File: config.mk
export PLATFORM = sky130hd
export DESIGN_NAME = ecc_inject_unit
export DESIGN_NICKNAME = d
export VERILOG_FILES = /design/src/rtl/einj_pkg.sv /design/src/rtl/einj_regs.sv /design/src/rtl/einj_match.sv /design/src/rtl/einj_corrupt.sv /design/src/rtl/ecc_inject_unit.sv
export SDC_FILE = /design/constraint.sdc
export NUM_CORES = 1
export LEC_CHECK = 0
export BUFFER_PORTS_ARGS = -buffer_cell sky130_fd_sc_hd__buf_4
export CAP_MARGIN = 20
export CORE_ASPECT_RATIO = 2
export CORE_MARGIN = 5
export CORE_UTILIZATION = 56
export CTS_CLUSTER_SIZE = 40
export DETAILED_ROUTE_END_ITERATION = 8
export PLACE_DENSITY = 0.85
export SYNTH_ARGS = -nofsm -noshare
export SYNTH_HDL_FRONTEND = slang
export SYNTH_SLANG_ARGS = --single-unit
File: constraint.sdc
create_clock -name clk -period 5.8 [get_ports clk]
set_input_delay 0 -clock clk [delete_from_list [all_inputs] [get_ports clk]]
set_output_delay 0 -clock clk [all_outputs]
set_load 0.1 [all_outputs]
File: src/rtl/einj_pkg.sv
package einj_pkg;

   localparam int NUM_FLD  = 6;
   localparam int NUM_HALF = 2;
   localparam int ADDR_W   = 4;

   typedef enum logic [ADDR_W-1:0] {
      RA_DIMM = 4'd0,
      RA_RANK = 4'd1,
      RA_CHAN = 4'd2,
      RA_BANK = 4'd3,
      RA_PAGE = 4'd4,
      RA_COL  = 4'd5,
      RA_MASK = 4'd6,
      RA_SECT = 4'd7,
      RA_KIND = 4'd8,
      RA_ARM  = 4'd9
   } reg_addr_e;

   localparam int KB_REP  = 0;
   localparam int KB_DATA = 1;
   localparam int KB_PAR  = 2;
   localparam int KIND_W  = 3;

endpackage

File: src/rtl/einj_regs.sv
module einj_regs
   import einj_pkg::*;
#(
   parameter int REG_W  = 32,
   parameter int HALF_W = 32,
   parameter int DIMM_W = 2,
   parameter int RANK_W = 2,
   parameter int CHAN_W = 2,
   parameter int BANK_W = 3,
   parameter int PAGE_W = 16,
   parameter int COL_W  = 12,
   localparam int VAL_W = REG_W - 1
) (
   input  logic                             clk,
   input  logic                             rst_n,
   input  logic                             cfg_wr,
   input  logic [ADDR_W-1:0]                cfg_addr,
   input  logic [REG_W-1:0]                 cfg_wdata,
   output logic [REG_W-1:0]                 cfg_rdata,
   input  logic                             fire,
   output logic [NUM_FLD-1:0]               fld_cmp,
   output logic [NUM_FLD-1:0][VAL_W-1:0]    fld_val,
   output logic [HALF_W-1:0]                mask_q,
   output logic [NUM_HALF-1:0]              sect_q,
   output logic [KIND_W-1:0]                kind_q,
   output logic                             arm_q
);

   localparam int FW [NUM_FLD] = '{DIMM_W, RANK_W, CHAN_W, BANK_W, PAGE_W, COL_W};

   for (genvar g = 0; g < NUM_FLD; g++) begin : g_fld
      localparam logic [VAL_W-1:0] FMSK = {VAL_W{1'b1}} >> (VAL_W - FW[g]);
      always_ff @(posedge clk or negedge rst_n) begin
         if (!rst_n) begin
            fld_cmp[g] <= 1'b0;
            fld_val[g] <= '0;
         end else if (cfg_wr && cfg_addr == ADDR_W'(g)) begin
            fld_cmp[g] <= cfg_wdata[REG_W-1];
            fld_val[g] <= cfg_wdata[VAL_W-1:0] & FMSK;
         end
      end
   end

   always_ff @(posedge clk or negedge rst_n) begin
      if (!rst_n) begin
         mask_q <= '0;
         sect_q <= '0;
         kind_q <= '0;
         arm_q  <= 1'b0;
      end else begin
         if (fire && !kind_q[KB_REP]) arm_q <= 1'b0;
         if (cfg_wr) begin
            case (cfg_addr)
               RA_MASK: mask_q <= cfg_wdata[HALF_W-1:0];
               RA_SECT: sect_q <= cfg_wdata[NUM_HALF-1:0];
               RA_KIND: kind_q <= cfg_wdata[KIND_W-1:0];
               RA_ARM:  arm_q  <= |cfg_wdata;
               default: ;
            endcase
         end
      end
   end

   always_comb begin
      cfg_rdata = '0;
      for (int i = 0; i < NUM_FLD; i++) begin
         if (cfg_addr == ADDR_W'(i)) cfg_rdata = {fld_cmp[i], fld_val[i]};
      end
      case (cfg_addr)
         RA_MASK: cfg_rdata = REG_W'(mask_q);
         RA_SECT: cfg_rdata = REG_W'(sect_q);
         RA_KIND: cfg_rdata = REG_W'(kind_q);
         RA_ARM:  cfg_rdata = REG_W'(arm_q);
         default: ;
      endcase
   end

endmodule

File: src/rtl/einj_match.sv
module einj_match
   import einj_pkg::*;
#(
   parameter int VAL_W = 31
) (
   input  logic [NUM_FLD-1:0]            fld_cmp,
   input  logic [NUM_FLD-1:0][VAL_W-1:0] fld_val,
   input  logic [NUM_FLD-1:0][VAL_W-1:0] req_val,
   output logic                          hit
);

   logic [NUM_FLD-1:0] fld_ok;

   for (genvar g = 0; g < NUM_FLD; g++) begin : g_cmp
      assign fld_ok[g] = !fld_cmp[g] || (fld_val[g] == req_val[g]);
   end

   assign hit = &fld_ok;

endmodule

File: src/rtl/einj_corrupt.sv
module einj_corrupt
   import einj_pkg::*;
#(
   parameter int HALF_W = 32,
   localparam int WORD_W = NUM_HALF * HALF_W
) (
   input  logic                 clk,
   input  logic                 rst_n,
   input  logic                 in_valid,
   input  logic                 fire,
   input  logic [NUM_HALF-1:0]  sect,
   input  logic [KIND_W-1:0]    kind,
   input  logic [HALF_W-1:0]    mask,
   input  logic [WORD_W-1:0]    in_data,
   input  logic [NUM_HALF-1:0]  in_par,
   output logic                 out_valid,
   output logic [WORD_W-1:0]    out_data,
   output logic [NUM_HALF-1:0]  out_par,
   output logic                 out_inj
);

   logic [WORD_W-1:0]   nxt_data;
   logic [NUM_HALF-1:0] nxt_par;

   for (genvar h = 0; h < NUM_HALF; h++) begin : g_half
      logic hit_h;
      assign hit_h = fire && sect[h];
      assign nxt_data[h*HALF_W +: HALF_W] = in_data[h*HALF_W +: HALF_W]
                                          ^ ((hit_h && kind[KB_DATA]) ? mask : '0);
      assign nxt_par[h] = in_par[h] ^ (hit_h && kind[KB_PAR]);
   end

   always_ff @(posedge clk or negedge rst_n) begin
      if (!rst_n) begin
         out_valid <= 1'b0;
         out_data  <= '0;
         out_par   <= '0;
         out_inj   <= 1'b0;
      end else begin
         out_valid <= in_valid;
         out_inj   <= fire;
         if (in_valid) begin
            out_data <= nxt_data;
            out_par  <= nxt_par;
         end
      end
   end

endmodule

File: src/rtl/ecc_inject_unit.sv
module ecc_inject_unit
   import einj_pkg::*;
#(
   parameter int REG_W  = 32,
   parameter int HALF_W = 32,
   parameter int DIMM_W = 2,
   parameter int RANK_W = 2,
   parameter int CHAN_W = 2,
   parameter int BANK_W = 3,
   parameter int PAGE_W = 16,
   parameter int COL_W  = 12,
   localparam int VAL_W  = REG_W - 1,
   localparam int WORD_W = NUM_HALF * HALF_W
) (
   input  logic                clk,
   input  logic                rst_n,
   input  logic                cfg_wr,
   input  logic [ADDR_W-1:0]   cfg_addr,
   input  logic [REG_W-1:0]    cfg_wdata,
   output logic [REG_W-1:0]    cfg_rdata,
   input  logic                wr_valid,
   input  logic [DIMM_W-1:0]   wr_dimm,
   input  logic [RANK_W-1:0]   wr_rank,
   input  logic [CHAN_W-1:0]   wr_chan,
   input  logic [BANK_W-1:0]   wr_bank,
   input  logic [PAGE_W-1:0]   wr_page,
   input  logic [COL_W-1:0]    wr_col,
   input  logic [WORD_W-1:0]   wr_data,
   input  logic [NUM_HALF-1:0] wr_par,
   output logic                out_valid,
   output logic [WORD_W-1:0]   out_data,
   output logic [NUM_HALF-1:0] out_par,
   output logic                out_inj
);

   if (HALF_W > REG_W) begin : g_bad_half
      $error("HALF_W must fit in one register");
   end
   if (DIMM_W > VAL_W || RANK_W > VAL_W || CHAN_W > VAL_W ||
       BANK_W > VAL_W || PAGE_W > VAL_W || COL_W > VAL_W) begin : g_bad_fld
      $error("a location field is wider than a register value");
   end

   logic [NUM_FLD-1:0]            fld_cmp;
   logic [NUM_FLD-1:0][VAL_W-1:0] fld_val;
   logic [NUM_FLD-1:0][VAL_W-1:0] req_val;
   logic [HALF_W-1:0]             mask_q;
   logic [NUM_HALF-1:0]           sect_q;
   logic [KIND_W-1:0]             kind_q;
   logic                          arm_q;
   logic                          loc_hit;
   logic                          fire;

   assign req_val[RA_DIMM] = VAL_W'(wr_dimm);
   assign req_val[RA_RANK] = VAL_W'(wr_rank);
   assign req_val[RA_CHAN] = VAL_W'(wr_chan);
   assign req_val[RA_BANK] = VAL_W'(wr_bank);
   assign req_val[RA_PAGE] = VAL_W'(wr_page);
   assign req_val[RA_COL]  = VAL_W'(wr_col);

   einj_regs #(
      .REG_W(REG_W), .HALF_W(HALF_W), .DIMM_W(DIMM_W), .RANK_W(RANK_W),
      .CHAN_W(CHAN_W), .BANK_W(BANK_W), .PAGE_W(PAGE_W), .COL_W(COL_W)
   ) u_regs (
      .clk(clk), .rst_n(rst_n), .cfg_wr(cfg_wr), .cfg_addr(cfg_addr),
      .cfg_wdata(cfg_wdata), .cfg_rdata(cfg_rdata), .fire(fire),
      .fld_cmp(fld_cmp), .fld_val(fld_val), .mask_q(mask_q),
      .sect_q(sect_q), .kind_q(kind_q), .arm_q(arm_q)
   );

   einj_match #(.VAL_W(VAL_W)) u_match (
      .fld_cmp(fld_cmp), .fld_val(fld_val), .req_val(req_val), .hit(loc_hit)
   );

   assign fire = wr_valid && arm_q && loc_hit && (|sect_q)
               && (kind_q[KB_DATA] || kind_q[KB_PAR]);

   einj_corrupt #(.HALF_W(HALF_W)) u_corrupt (
      .clk(clk), .rst_n(rst_n), .in_valid(wr_valid), .fire(fire),
      .sect(sect_q), .kind(kind_q), .mask(mask_q), .in_data(wr_data),
      .in_par(wr_par), .out_valid(out_valid), .out_data(out_data),
      .out_par(out_par), .out_inj(out_inj)
   );

endmodule

* After elaboration in Yosys (flattened, before gate mapping)
Index checks and enable logic that the tools add are counted.
** Storage, ports and cells
- Flip-flop bits (word level) :: 149
- Input bits :: 143
- Output and inout port bits :: 100
- Word-level logic and storage cells :: 89
** Operators by class
- Equal/unequal tests :: 15
- Mux-type cells :: 12
- Bitwise gates (word level) :: 4
- Reductions and logical operators :: 38
** Operators by type and width (count)
- $mux 32 :: 8
- $pmux 32 s4 :: 1
- $xor 32x32->32 :: 2
- $reduce_or 32->1 :: 1
- $logic_and 1x1->1 :: 17
- $eq 16x16->1 :: 1
- $eq 4x3->1 const B :: 4
- $eq 12x12->1 :: 1
- $eq 4x2->1 const B :: 2
- $eq 4x4->1 const B :: 2
- $logic_not 1->1 :: 7
- $logic_or 1x1->1 :: 7
- $eq 2x2->1 :: 3
- $reduce_and 2->1 :: 3
- $reduce_and 6->1 :: 1
- $eq 4x1->1 const B :: 1
- $logic_not 4->1 :: 1
- $eq 3x3->1 :: 1
- $mux 1 :: 3
- $reduce_or 2->1 :: 1
- $xor 1x1->1 :: 2

* Longest topological paths before layout
Gate-level depths: netlist of the first run.
- Word-level depth :: 10
- Depth in mapped cells :: 9
- Depth with buffers taken out :: 6

* Cells and area by module
Synthesis of the first run repeated with hierarchy kept, for this count alone.
** Unflattened totals
- Cell total of the unflattened synthesis :: 1068
- Area total of the unflattened synthesis :: 10797.9 um^2
** Modules (own cells, without submodules)
- einj_regs :: instances 1, cells each 447, area each 5191.2 um^2, sequential area each 2026.9 um^2
- einj_corrupt :: instances 1, cells each 369, area each 3537.1 um^2, sequential area each 1701.6 um^2
- einj_match :: instances 1, cells each 248, area each 2050.7 um^2, sequential area each 0.0 um^2
- ecc_inject_unit :: instances 1, cells each 4, area each 18.8 um^2, sequential area each 0.0 um^2

* Least setup slack after synthesis of the first run
No wires, ideal clock.
- Kind :: flip-flop to output port
- From :: reg u_regs.fld_val[0] in the netlist's numbering
- To :: out cfg_rdata[0]
- Data arrival time :: 3.143 ns
- Data required time :: 5.800 ns
- Slack :: 2.657 ns
- Cell stages (with the launch flop) :: 7
- Buffers on the path :: 0
- Cell sequence :: dfrtp_1 -> nor2_1 -> nor2_1 -> a21oi_1 -> o32ai_1 -> a22oi_1 -> a221oi_1
** On the way
- Word-level cells in the longest chain between the ends :: 7
** Ends and longest elaborated chain
- from (decl) :: line einj_regs.sv:22 : output logic [NUM_FLD-1:0][VAL_W-1:0] fld_val,
- from (signal, indexed assignment) :: line einj_regs.sv:39 : fld_val[g] <= cfg_wdata[VAL_W-1:0] & FMSK;
- $mux 32 (6 in series) :: line einj_regs.sv:67 : if (cfg_addr == ADDR_W'(i)) cfg_rdata = {fld_cmp[i], fld_val[i]};
- $pmux 32 s4 :: line einj_regs.sv:69 : case (cfg_addr)
- to (decl) :: line ecc_inject_unit.sv:20 : output logic [REG_W-1:0] cfg_rdata,
Every way passes these cells.

* Worst setup path after layout of the first run
- From :: reg u_regs.fld_val[139] in the netlist's numbering
- To :: reg u_corrupt.out_data[54]
** On the way
- Word-level cells in the longest chain between the ends :: 10
** Ends and longest elaborated chain
- $eq 16x16->1 :: line einj_match.sv:15 : assign fld_ok[g] = !fld_cmp[g] || (fld_val[g] == req_val[g]);
- $logic_or 1x1->1 :: line einj_match.sv:15
- $reduce_and 6->1 :: line einj_match.sv:18 : assign hit = &fld_ok;
- $logic_and 1x1->1 (2 in series) :: line ecc_inject_unit.sv:75 : assign fire = wr_valid && arm_q && loc_hit && (|sect_q)
- $logic_and 1x1->1 :: line ecc_inject_unit.sv:76 : && (kind_q[KB_DATA] || kind_q[KB_PAR]);
- $logic_and 1x1->1 :: line einj_corrupt.sv:27 : assign hit_h = fire && sect[h];
- $logic_and 1x1->1 :: line einj_corrupt.sv:29 : ^ ((hit_h && kind[KB_DATA]) ? mask : '0);
- $mux 32 :: line einj_corrupt.sv:29
- $xor 32x32->32 :: line einj_corrupt.sv:29
- to (signal assigned) :: line einj_corrupt.sv:43 : out_data <= nxt_data;
- to (decl) :: line einj_corrupt.sv:17 : output logic [WORD_W-1:0] out_data,
Every way passes these cells.
A chain may end at the register's enable or synchronous reset.

==> impl_metrics.tcl, run 1 <==
set metrics [dict create \
    htree_levels 4 \
    ctsLongestPathBuffers 2 \
    synth_flop_cell "dfrtp_1" \
    vdd_drop_max_v 0.000245 \
    cts_made_buffers 17 \
    fin_crit_sh_pct 58.5 \
    grt_pass1_vias 8230 \
    seqPwrFrac_pct 37.2 \
    internal-power_w 0.00230 \
    finalHoldViolCount 0 \
    cp.required_ns 6.12 \
    total_power_w 0.00371 \
    antenna_found_initial 1 \
    syn_area_um2 7770 \
    finalNetCount 1211 \
    rsz0062_at_grt "no" \
    io_pins 243 \
    slew_violations 0 \
    grt_max_degree 96 \
    pwr-share-clk_pct 30.9 \
    die_h_um 177 \
    grt_pass1_wl_mm 43.7 \
    dpl.hpwl_mm 17.0 \
    cts_sinks 149 \
    power_switching_w 0.00141 \
    clock-skew-final_ns 0.00903 \
    fill_cells 785 \
    synth_most_common_cell "dfrtp_1" \
    syn_inst 759 \
    routed_wl_mm 28.0 \
    critical_path_class "flip-flop to flip-flop" \
    start_util_pct 56.5 \
    fmax_mhz 295 \
    crit_chain "xnor2_1 > nand4_1 > o41ai_2 > nand4_4 > buf_4 > or4_1 > a31oi_1" \
    arrival_ns 3.71 \
    path_max_fanout 95 \
    drc 0 \
    swShare_pct 37.9 \
    yosys_warnings 0 \
    p_leak_nw 4.89 \
    fp.dieW_um 93.3 \
    first_pass_iters 7 \
    ys_seq_elements 149 \
    clock_latency_ns 0.41 \
    async_flop_share_pct 100 \
    grt_overflow 0 \
    worst_pin_slew_ns 0.851 \
    hold_class "primary input to flip-flop" \
    dr.first_iter.drc_count 795 \
    synth_edf_count 0 \
    ys_seq_area_share_pct 48.0 \
    setup_viol 0 \
    synth.top_cells.by_count "149 x dfrtp_1, 78 x mux2_2, 78 x nor2_1, 68 x a31oi_1, 68 x o31ai_1" \
    cts_tree "yes" \
    cts-resized-gates 0 \
    synth_top_area_share_pct 48.0 \
    clkTransAtPathRegs_ns 0.06 \
    synth_area_leader_cell "dfrtp_1" \
    min_period_ns 3.39 \
    grt_usage_pct 33.9 \
    cap_viol_max_count 0 \
    worstPathBufferInverterCount 1 \
    pwr-share-comb_pct 31.9 \
    cpPeakStageDelay_ns 0.60 \
    critical_path.top_delay_family "simple AND/OR/NAND/NOR gates" \
    area_growth_pct 45.1 \
    fin_tns_setup_ns 0 \
    slowest_stage "buf_4" \
    yosysUniqueCellTypes 37 \
    core_um2 13700 \
    wl_met3_mm 2.52 \
    viasPerCell 6.52 \
    clockRootBuffer "clkbuf_16" \
    outcome "completed" \
    vias 8067 \
    power_density_nw_per_um2 329 \
    critPathCaptureType "flip-flop" \
    row_count 61 \
    critPathLaunchType "flip-flop" \
    postRouteAntennaNets 0 \
    drt-wirelength-per-cell_um 22.6 \
    max_slew_margin_pct 43.1 \
    final_util_pct 82.0 \
    syn_avg_cell_area_um2 10.2 \
    dieArea_um2 16500 \
    syn_nets 902 \
    top_layer_used "met4" \
    gp_congestion 0.912 \
    wl_met2_mm 14.2 \
    m1WireLength_mm 9.93 \
    drive_above_1_share_pct 33.5 \
    yosys-top-cells-area "dfrtp_1 48%, mux2_2 11%, o31ai_1 6.6%" \
    numPortBuffers 242 \
]
## sequential cells by signal (all words and copies together), names as in the netlist
register	flops
u_regs.fld_val	37
u_regs.mask_q	32
u_regs.arm_q	1
u_corrupt.out_valid	1
u_corrupt.out_inj	1
u_corrupt.out_par	2
u_regs.fld_cmp	6
u_corrupt.out_data	64
u_regs.sect_q	2
u_regs.kind_q	3
## worst min-delay path, cell delays in order
cell and delay [ns]:
buf_4 0.13, nor4_1 0.09, mux2_2 0.22
## path summary, 6_finish.rpt
path	from	to	slack, ns	cells after the start
max	u_regs.fld_val[139]$_DFFE_PN0P_	u_corrupt.out_data[54]$_DFFE_PN0P_	2.41	7
min	cfg_addr[3]	u_regs.fld_cmp[1]$_DFFE_PN0P_	0.06	3
max reg2reg	u_regs.fld_val[139]$_DFFE_PN0P_	u_corrupt.out_data[54]$_DFFE_PN0P_	2.41	7
min reg2reg	u_regs.mask_q[25]$_DFFE_PN0P_	u_regs.mask_q[25]$_DFFE_PN0P_	0.51	1
max in group asynchronous	rst_n	u_corrupt.out_data[44]$_DFFE_PN0P_	4.25	3
min in group asynchronous	rst_n	u_regs.fld_val[133]$_DFFE_PN0P_	0.23	2
## routing by layer
| layer | vias to the layer above | track usage (%) |
|---|---|---|
| met5 | - | 0 |
| met4 | 0 | 16.0 |
| met3 | 125 | 6.31 |
| met2 | 578 | 57.6 |
| met1 | 3873 | 41.1 |
| li1 | 3491 | - |
## what timing repair did
action | in CTS | in global routing
setup buffers | 0 | 0
endpoints found under the hold margin | 236 | 0
hold buffers | 101 | 0
## kinds of logic (layout without fill, tap and decap cells)
kind of cell | count (synthesis) | in the layout | share of synthesized area, %
AND/OR/NAND/NOR | 211 | 211 | 14.8
AO/OA/AOI/OAI | 174 | 174 | 15.9
flip-flops | 149 | 149 | 48.0
buffers and inverters | 106 | 427 | 5.14
multiplexers | 82 | 82 | 12.0
XOR/XNOR | 37 | 37 | 4.17
other | 0 | 1 | 0
## layout make-up
type / count / area (um2) / area share, %
Tap cell: 157 / 196 / 1.74
Timing Repair Buffer: 350 / 2910 / 25.8
Clock buffer: 20 / 457 / 4.05
Antenna cell: 1 / 2.50 / 0.0222
Multi-Input combinational cell: 504 / 3650 / 32.4
Inverter: 46 / 173 / 1.53
Clock inverter: 11 / 150 / 1.33
Sequential cell: 149 / 3730 / 33.1
## placed cells by master, fill, tap and decap left out, types with 17 or more instances in the layout
cell           Yosys  final
mux2_2            78     78
clkbuf_16          0     17
dfrtp_1          149    149
or4_1             66     66
xnor2_1           28     28
buf_4              0    245
nor2_1            78     78
a31oi_1           68     68
inv_1             46     46
o31ai_1           68     68
dlygate4sd3_1      0    101
## power by group through the flow
stage,Clock [W],Sequential (W),Combinational [W]
after global routing,0.00120,0.00140,0.00124
after detailed placement,0,0.00138,0.00108
final,0.00115,0.00138,0.00118
after global placement,0,0.00137,0.00105
after floorplan,0,0.00164,0.000470
after CTS,0.00114,0.00137,0.00114
## through the flow
stage / cells / cell area (um2) / setup WS [ns] / hold slack, ns
detailed placement: 1103 / 9610 / 2.59 / 0.117
global placement: 1102 / 9600 / 2.78 / 0.117
CTS: 1235 / 11200 / 2.53 / 0.0513
finish: 1238 / 11300 / 2.41 / 0.0626
global route: 1238 / 11300 / 2.23 / 0.0601
floorplan: 759 / 7770 / 2.66 / -0.296
(Power assumes the default switching activity.)
==> run 2, diff against run 1 <==
--- a/config.mk
+++ b/config.mk
@@ -9,10 +9,10 @@
 export CAP_MARGIN = 20
 export CORE_ASPECT_RATIO = 2
 export CORE_MARGIN = 5
-export CORE_UTILIZATION = 56
+export CORE_UTILIZATION = 52
 export CTS_CLUSTER_SIZE = 40
 export DETAILED_ROUTE_END_ITERATION = 8
-export PLACE_DENSITY = 0.85
+export PLACE_DENSITY = 0.8
 export SYNTH_ARGS = -nofsm -noshare
 export SYNTH_HDL_FRONTEND = slang
 export SYNTH_SLANG_ARGS = --single-unit
==> constraint.sdc (replaced) <==
create_clock -name clk -period 3.5 [get_ports clk]
set_input_delay 0 -clock clk [delete_from_list [all_inputs] [get_ports clk]]
set_output_delay 0 -clock clk [all_outputs]
set_load 0.1 [all_outputs]
==> run 2 against run 1 <==
Global-route usage fell by 3.8 points; clock skew rose by 0.0079 ns; cell count rose by 3.2%; routed wire length fell by 6.3%; largest cell class unchanged; worst hold slack improved by 0.023 ns; utilization fell by 5.5 points; largest power group unchanged; count of clock-buffer cells in the layout fell by 1; setup slack got worse by 1.8 ns; highest routed layer unchanged; design area rose by 0.12%.
==> impl_metrics.tcl, run 2 (synthesized netlist as in run 1, its figures left out) <==
set metrics [dict create \
    gp_congestion 0.870 \
    cp.required_ns 3.83 \
    clock_latency_ns 0.43 \
    postRouteAntennaNets 0 \
    path_max_fanout 129 \
    outcome "completed" \
    fp.dieW_um 96.4 \
    design_area_um2 11300 \
    critical_path_class "flip-flop to flip-flop" \
    dpl.hpwl_mm 17.5 \
    viasPerCell 6.03 \
    reg2reg_to "u_corrupt.out_data[7]$_DFFE_PN0P_" \
    critPathLaunchType "flip-flop" \
    min_to "u_regs.fld_val[32]$_DFFE_PN0P_" \
    start_util_pct 52.7 \
    drt-wirelength-per-cell_um 20.6 \
    p_leak_nw 4.88 \
    first_pass_iters 7 \
    hold_class "primary input to flip-flop" \
    dr.first_iter.drc_count 592 \
    drive_above_1_share_pct 33.7 \
    cap_viol_max_count 0 \
    worst_slack_ns 0.657 \
    largest_register "u_corrupt.out_data" \
    grt_pass1_wl_mm 40.8 \
    clockRootBuffer "clkbuf_16" \
    min_period_ns 2.84 \
    r2r_start "u_regs.fld_val[157]$_DFFE_PN0P_" \
    hold-path-cell-count 3 \
    antenna_found_initial 1 \
    grt_max_degree 130 \
    pre_cts_ws_ns 0.840 \
    area_growth_pct 45.3 \
    mostFrequentLayoutCells "246 x buf_4, 149 x dfrtp_1, 101 x dlygate4sd3_1, 78 x nor2_1, 78 x mux2_2" \
    drc 0 \
    max_slew_margin_pct 28.5 \
    htree_levels 4 \
    fill_cells 949 \
    multiInputGateArea_um2 3650 \
    fin_crit_sh_pct 81.2 \
    grt_overflow 0 \
    mostFrequentLayoutCell "buf_4" \
    finalHoldViolCount 0 \
    grt_usage_pct 30.1 \
    worst_pin_slew_ns 1.07 \
    cts_sinks 149 \
    rsz0062_at_grt "no" \
    rrSetupSlack_ns 0.66 \
    finalNetCount 1211 \
    setup_viol 0 \
    vias 7704 \
    fmax_mhz 352 \
    fin_tns_setup_ns 0 \
    largest_register_ffs 64 \
    routed_wl_mm 26.3 \
    critPathCaptureType "flip-flop" \
    cts_tree "yes" \
    clock-skew-final_ns 0.0169 \
    hold_start "cfg_addr[3]" \
    clkTransAtPathRegs_ns 0.06 \
    slew_violations 0 \
    top_regs "u_corrupt.out_data: 64 flops, u_regs.fld_val: 37 flops, u_regs.mask_q: 32 flops" \
    cts-resized-gates 0 \
    dieArea_um2 17600 \
    arrival_ns 3.17 \
    io_pins 243 \
    row_count 63 \
    vdd_drop_max_v 0.000359 \
    die_h_um 183 \
    grt_pass1_vias 7749 \
    ctsLongestPathBuffers 2 \
    r2r_cells 7 \
    seqCellArea_um2 3730 \
    placed_cell_area_um2 9680 \
    numPortBuffers 242 \
    cts_made_buffers 17 \
    core_um2 14700 \
    power_density_nw_per_um2 530 \
]
[run 2: critical path, cell delays in order (launching register included)]
cell and delay [ns]:
dfrtp_1 0.42, xnor2_1 0.24, nand4_1 0.15, o31ai_1 0.56, nand4_4 0.24, buf_12 0.31, or4_1 0.57, a31oi_1 0.21
[run 2: through the flow]
stage	std cells	utilization, %	total power, W	hold WS [ns]
finish	1277	76.6	0.00598	0.0856
global placement	1142	65.6	0.00403	0.161
CTS	1275	76.4	0.00597	0.0635
detailed placement	1142	65.6	0.00408	0.165
global route	1277	76.6	0.00621	0.0830
floorplan	759	-	0.00350	-0.296
[run 2: routing by layer]
layer | part of all wire (%) | global-route usage, %
met1 | 35 | 35.5
met5 | 0 | 0
met3 | 6.4 | 4.80
met4 | 6.3 | 18.2
met2 | 52 | 50.5
[run 2: worst max-delay path by stage]
stage / startpoint / to / slack (ns) / depth (start not counted)
finish: u_regs.fld_val[157]$_DFFE_PN0P_ / u_corrupt.out_data[7]$_DFFE_PN0P_ / 0.66 / 7
global route: u_regs.fld_val[157]$_DFFE_PN0P_ / u_corrupt.out_data[7]$_DFFE_PN0P_ / 0.63 / 7
CTS: u_regs.fld_val[157]$_DFFE_PN0P_ / u_corrupt.out_data[37]$_DFFE_PN0P_ / 0.75 / 7
detailed placement: u_regs.fld_val[157]$_DFFE_PN0P_ / u_corrupt.out_data[46]$_DFFE_PN0P_ / 0.84 / 7
global placement: u_regs.fld_val[155]$_DFFE_PN0P_ / u_corrupt.out_data[8]$_DFFE_PN0P_ / 0.89 / 7
floorplan: u_regs.fld_val[0]$_DFFE_PN0P_ / cfg_rdata[0] / 0.36 / 6
[run 2: what timing repair did]
| action | CTS | global route |
|---|---|---|
| endpoints found under the hold margin | 243 | 0 |
| endpoints found under the setup margin | 0 | 0 |
| hold buffers | 101 | 0 |
| setup buffers | 0 | 0 |
[run 2: power by group]
part / internal [W] / switching [W]
logic: 0.000636 / 0.00129
registers: 0.00201 / 0.000243
clock network: 0.00103 / 0.000769
[run 2: final cells by class]
class	count	share of cell area [%]
timing repair buffer	350	25.8
tap	195	2.16
clock inverter	13	1.10
antenna	1	0.0222
multi-input combinational	504	32.4
clock buffer	19	4.01
inverter	46	1.53
sequential	149	33.0
==> run 3, diff against run 2 <==
--- a/config.mk
+++ b/config.mk
@@ -5,11 +5,12 @@
 export SDC_FILE = /design/constraint.sdc
 export NUM_CORES = 1
 export LEC_CHECK = 0
+export ABC_AREA = 1
 export BUFFER_PORTS_ARGS = -buffer_cell sky130_fd_sc_hd__buf_4
 export CAP_MARGIN = 20
 export CORE_ASPECT_RATIO = 2
 export CORE_MARGIN = 5
-export CORE_UTILIZATION = 52
+export CORE_UTILIZATION = 53
 export CTS_CLUSTER_SIZE = 40
 export DETAILED_ROUTE_END_ITERATION = 8
 export PLACE_DENSITY = 0.8
==> constraint.sdc (replaced) <==
create_clock -name clk -period 2.9 [get_ports clk]
set_input_delay 0 -clock clk [delete_from_list [all_inputs] [get_ports clk]]
set_output_delay 0 -clock clk [all_outputs]
set_load 0.1 [all_outputs]
==> run 3 against run 2 <==
Sequential power increased by 22%; sequential share of layout area decreased by 1.6 points; utilization increased by 0.68 points; first-iteration DRC count increased by 12%; clock skew decreased by 0.0064 ns; cell count increased by 35%; count of clock-buffer cells in the layout increased by 2; maximum frequency increased by 26%.
==> impl_metrics.tcl, run 3 <==
set metrics [dict create \
    critical_path_class "flip-flop to flip-flop" \
    dieArea_um2 18500 \
    critPathLaunchType "flip-flop" \
    max_slew_margin_pct 44.4 \
    p_leak_nw 6.28 \
    cpPeakStageDelay_ns 0.36 \
    grt_usage_pct 33.0 \
    power_density_nw_per_um2 597 \
    hold_class "primary input to flip-flop" \
    r2r_start "u_regs.fld_val[132]$_DFFE_PN0P_" \
    synth_edf_count 0 \
    hold_start "cfg_addr[0]" \
    grt_pass1_wl_mm 49.2 \
    async_flop_share_pct 100 \
    dr.first_iter.drc_count 663 \
    synth.top_cells.by_count "413 x nand2_1, 174 x inv_1, 149 x dfrtp_1, 139 x nand3_1, 80 x o21ai_0" \
    rsz0062_at_grt "no" \
    antenna_found_initial 2 \
    yosysUniqueCellTypes 27 \
    path_max_fanout 36 \
    reg2reg_to "u_corrupt.out_data[48]$_DFFE_PN0P_" \
    arrival_ns 2.60 \
    rrSetupSlack_ns 0.65 \
    critical_path.top_delay_family "simple AND/OR/NAND/NOR gates" \
    drc 0 \
    mostFrequentLayoutCells "412 x nand2_1, 251 x buf_4, 173 x inv_1, 148 x dfrtp_1, 139 x nand3_1" \
    r2r_cells 15 \
    ys_seq_area_share_pct 44.8 \
    synth_top_area_share_pct 44.8 \
    numPortBuffers 242 \
    clockRootBuffer "clkbuf_16" \
    grt_overflow 0 \
    design_area_um2 11900 \
    cts_sinks 149 \
    synth_area_leader_cell "dfrtp_1" \
    syn_avg_cell_area_um2 6.97 \
    setup_viol 0 \
    start_util_pct 54.1 \
    mostFrequentLayoutCell "nand2_1" \
    hold-path-cell-count 4 \
    drt-wirelength-per-cell_um 17.3 \
    synth_flop_cell "dfrtp_1" \
    cts-resized-gates 0 \
    finalHoldViolCount 0 \
    pre_cts_ws_ns 0.705 \
    core_um2 15400 \
    fin_crit_sh_pct 77.7 \
    min_period_ns 2.25 \
    cap_viol_max_count 0 \
    slowest_stage "dfrtp_1" \
    largest_register_ffs 64 \
    cpMostUsedCell "nand2_1" \
    cts_tree "yes" \
    htree_levels 4 \
    drive_above_1_share_pct 19.4 \
    cts_hold_buf 100 \
    syn_area_um2 8320 \
    grt_pass1_vias 9620 \
    cts_made_buffers 17 \
    dpl.hpwl_mm 19.5 \
    finalNetCount 1654 \
    gp_congestion 0.905 \
    fp.dieW_um 98.6 \
    vdd_drop_max_v 0.000425 \
    worst_pin_slew_ns 0.835 \
    largest_register "u_corrupt.out_data" \
    slew_violations 0 \
    die_h_um 187 \
    ys_seq_elements 149 \
    routed_wl_mm 29.9 \
    yosys_warnings 0 \
    fmax_mhz 444 \
    fin_tns_setup_ns 0 \
    outcome "completed" \
    worst_slack_ns 0.645 \
    worstPathBufferInverterCount 2 \
    io_pins 243 \
    crit_chain "inv_1 > nand2_1 > nand2_1 > nor2_1 > nand2_1 > nor2_1 > nand2_1 > nand2_1 > nand3_2 > nor2_4 > buf_4 > nand3_1 > nand2_1 > nand3_1 > nand2_1" \
    first_pass_iters 5 \
    top_regs "u_corrupt.out_data: 64 flops, u_regs.fld_val: 37 flops, u_regs.mask_q: 32 flops" \
    area_growth_pct 42.7 \
    ctsLongestPathBuffers 2 \
    clock_latency_ns 0.42 \
    min_to "u_regs.fld_val[63]$_DFFE_PN0P_" \
    viasPerCell 5.53 \
    postRouteAntennaNets 0 \
    critPathCaptureType "flip-flop" \
    vias 9544 \
    row_count 64 \
    grt_max_degree 129 \
    cp.required_ns 3.25 \
    syn_inst 1194 \
    yosys-top-cells-area "dfrtp_1 45%, nand2_1 19%, nand3_1 8.4%" \
    clkTransAtPathRegs_ns 0.06 \
    synth_most_common_cell "nand2_1" \
    clock-skew-final_ns 0.0105 \
    post_cts_buffers 0 \
    syn_nets 1337 \
    placed_cell_area_um2 10300 \
]
## run 3: power by group
part,switching [W],internal (W)
registers,0.000357,0.00240
clock network,0.000900,0.00123
logic,0.00155,0.000651
total,0.00281,0.00428
## run 3: stage by stage
step                      total power [W]  util (%)  std cells  hold slack [ns]
after floorplan                   0.00414         -       1194           -0.296
after global placement            0.00477      66.8       1589            0.126
after detailed placement          0.00482      66.8       1589            0.125
after CTS                         0.00705      77.0       1721           0.0372
after global routing              0.00742      77.2       1724           0.0877
final                             0.00709      77.2       1725           0.0726
## run 3: worst reg2reg max path, stage by stage, from the launching register on
cell and delay, ns:
dfrtp_1 0.36, inv_1 0.06, nand2_1 0.06, nand2_1 0.05, nor2_1 0.15, nand2_1 0.08, nor2_1 0.20, nand2_1 0.08
nand2_1 0.07, nand3_2 0.14, nor2_4 0.12, buf_4 0.34, nand3_1 0.13, nand2_1 0.10, nand3_1 0.10, nand2_1 0.13
## run 3: worst max path at each step
stage	from	end	slack [ns]	depth (start not counted)
final	u_regs.fld_val[132]$_DFFE_PN0P_	u_corrupt.out_data[48]$_DFFE_PN0P_	0.65	15
after detailed placement	u_regs.fld_val[132]$_DFFE_PN0P_	u_corrupt.out_data[45]$_DFFE_PN0P_	0.70	14
after CTS	u_regs.fld_val[132]$_DFFE_PN0P_	u_corrupt.out_data[46]$_DFFE_PN0P_	0.68	14
after global placement	u_regs.fld_val[136]$_DFFE_PN0P_	u_corrupt.out_data[50]$_DFFE_PN0P_	0.74	14
after floorplan	cfg_addr[1]	cfg_rdata[12]	0.14	4
after global routing	u_regs.fld_val[137]$_DFFE_PN0P_	u_corrupt.out_data[48]$_DFFE_PN0P_	0.44	15
## run 3: area by class of cell
class | count | area [um2]
sequential | 149 | 3730
antenna | 3 | 7.51
timing repair buffer | 356 | 2980
clock inverter | 11 | 103
fill | 1146 | 3500
clock buffer | 21 | 460
tap | 198 | 248
multi-input combinational | 808 | 3670
inverter | 179 | 672
## run 3: logic make-up after synthesis
group	share of synthesized area [%]
buffers and inverters	11.2
DFF	44.8
AOI/OAI and AO/OA	7.02
and+or+nand+nor	35.8
xor gates and xnor gates	1.16
## run 3: metal layers
layer / up-vias / share of wire (%) / wire [um] / GRT usage (%)
li1: 4452 / - / - / -
met1: 4478 / 35 / 10400 / 36.8
met2: 488 / 53 / 15800 / 58.6
met3: 126 / 6.6 / 1990 / 6.05
met4: 0 / 5.5 / 1660 / 17.7
met5: - / 0 / 0 / 0
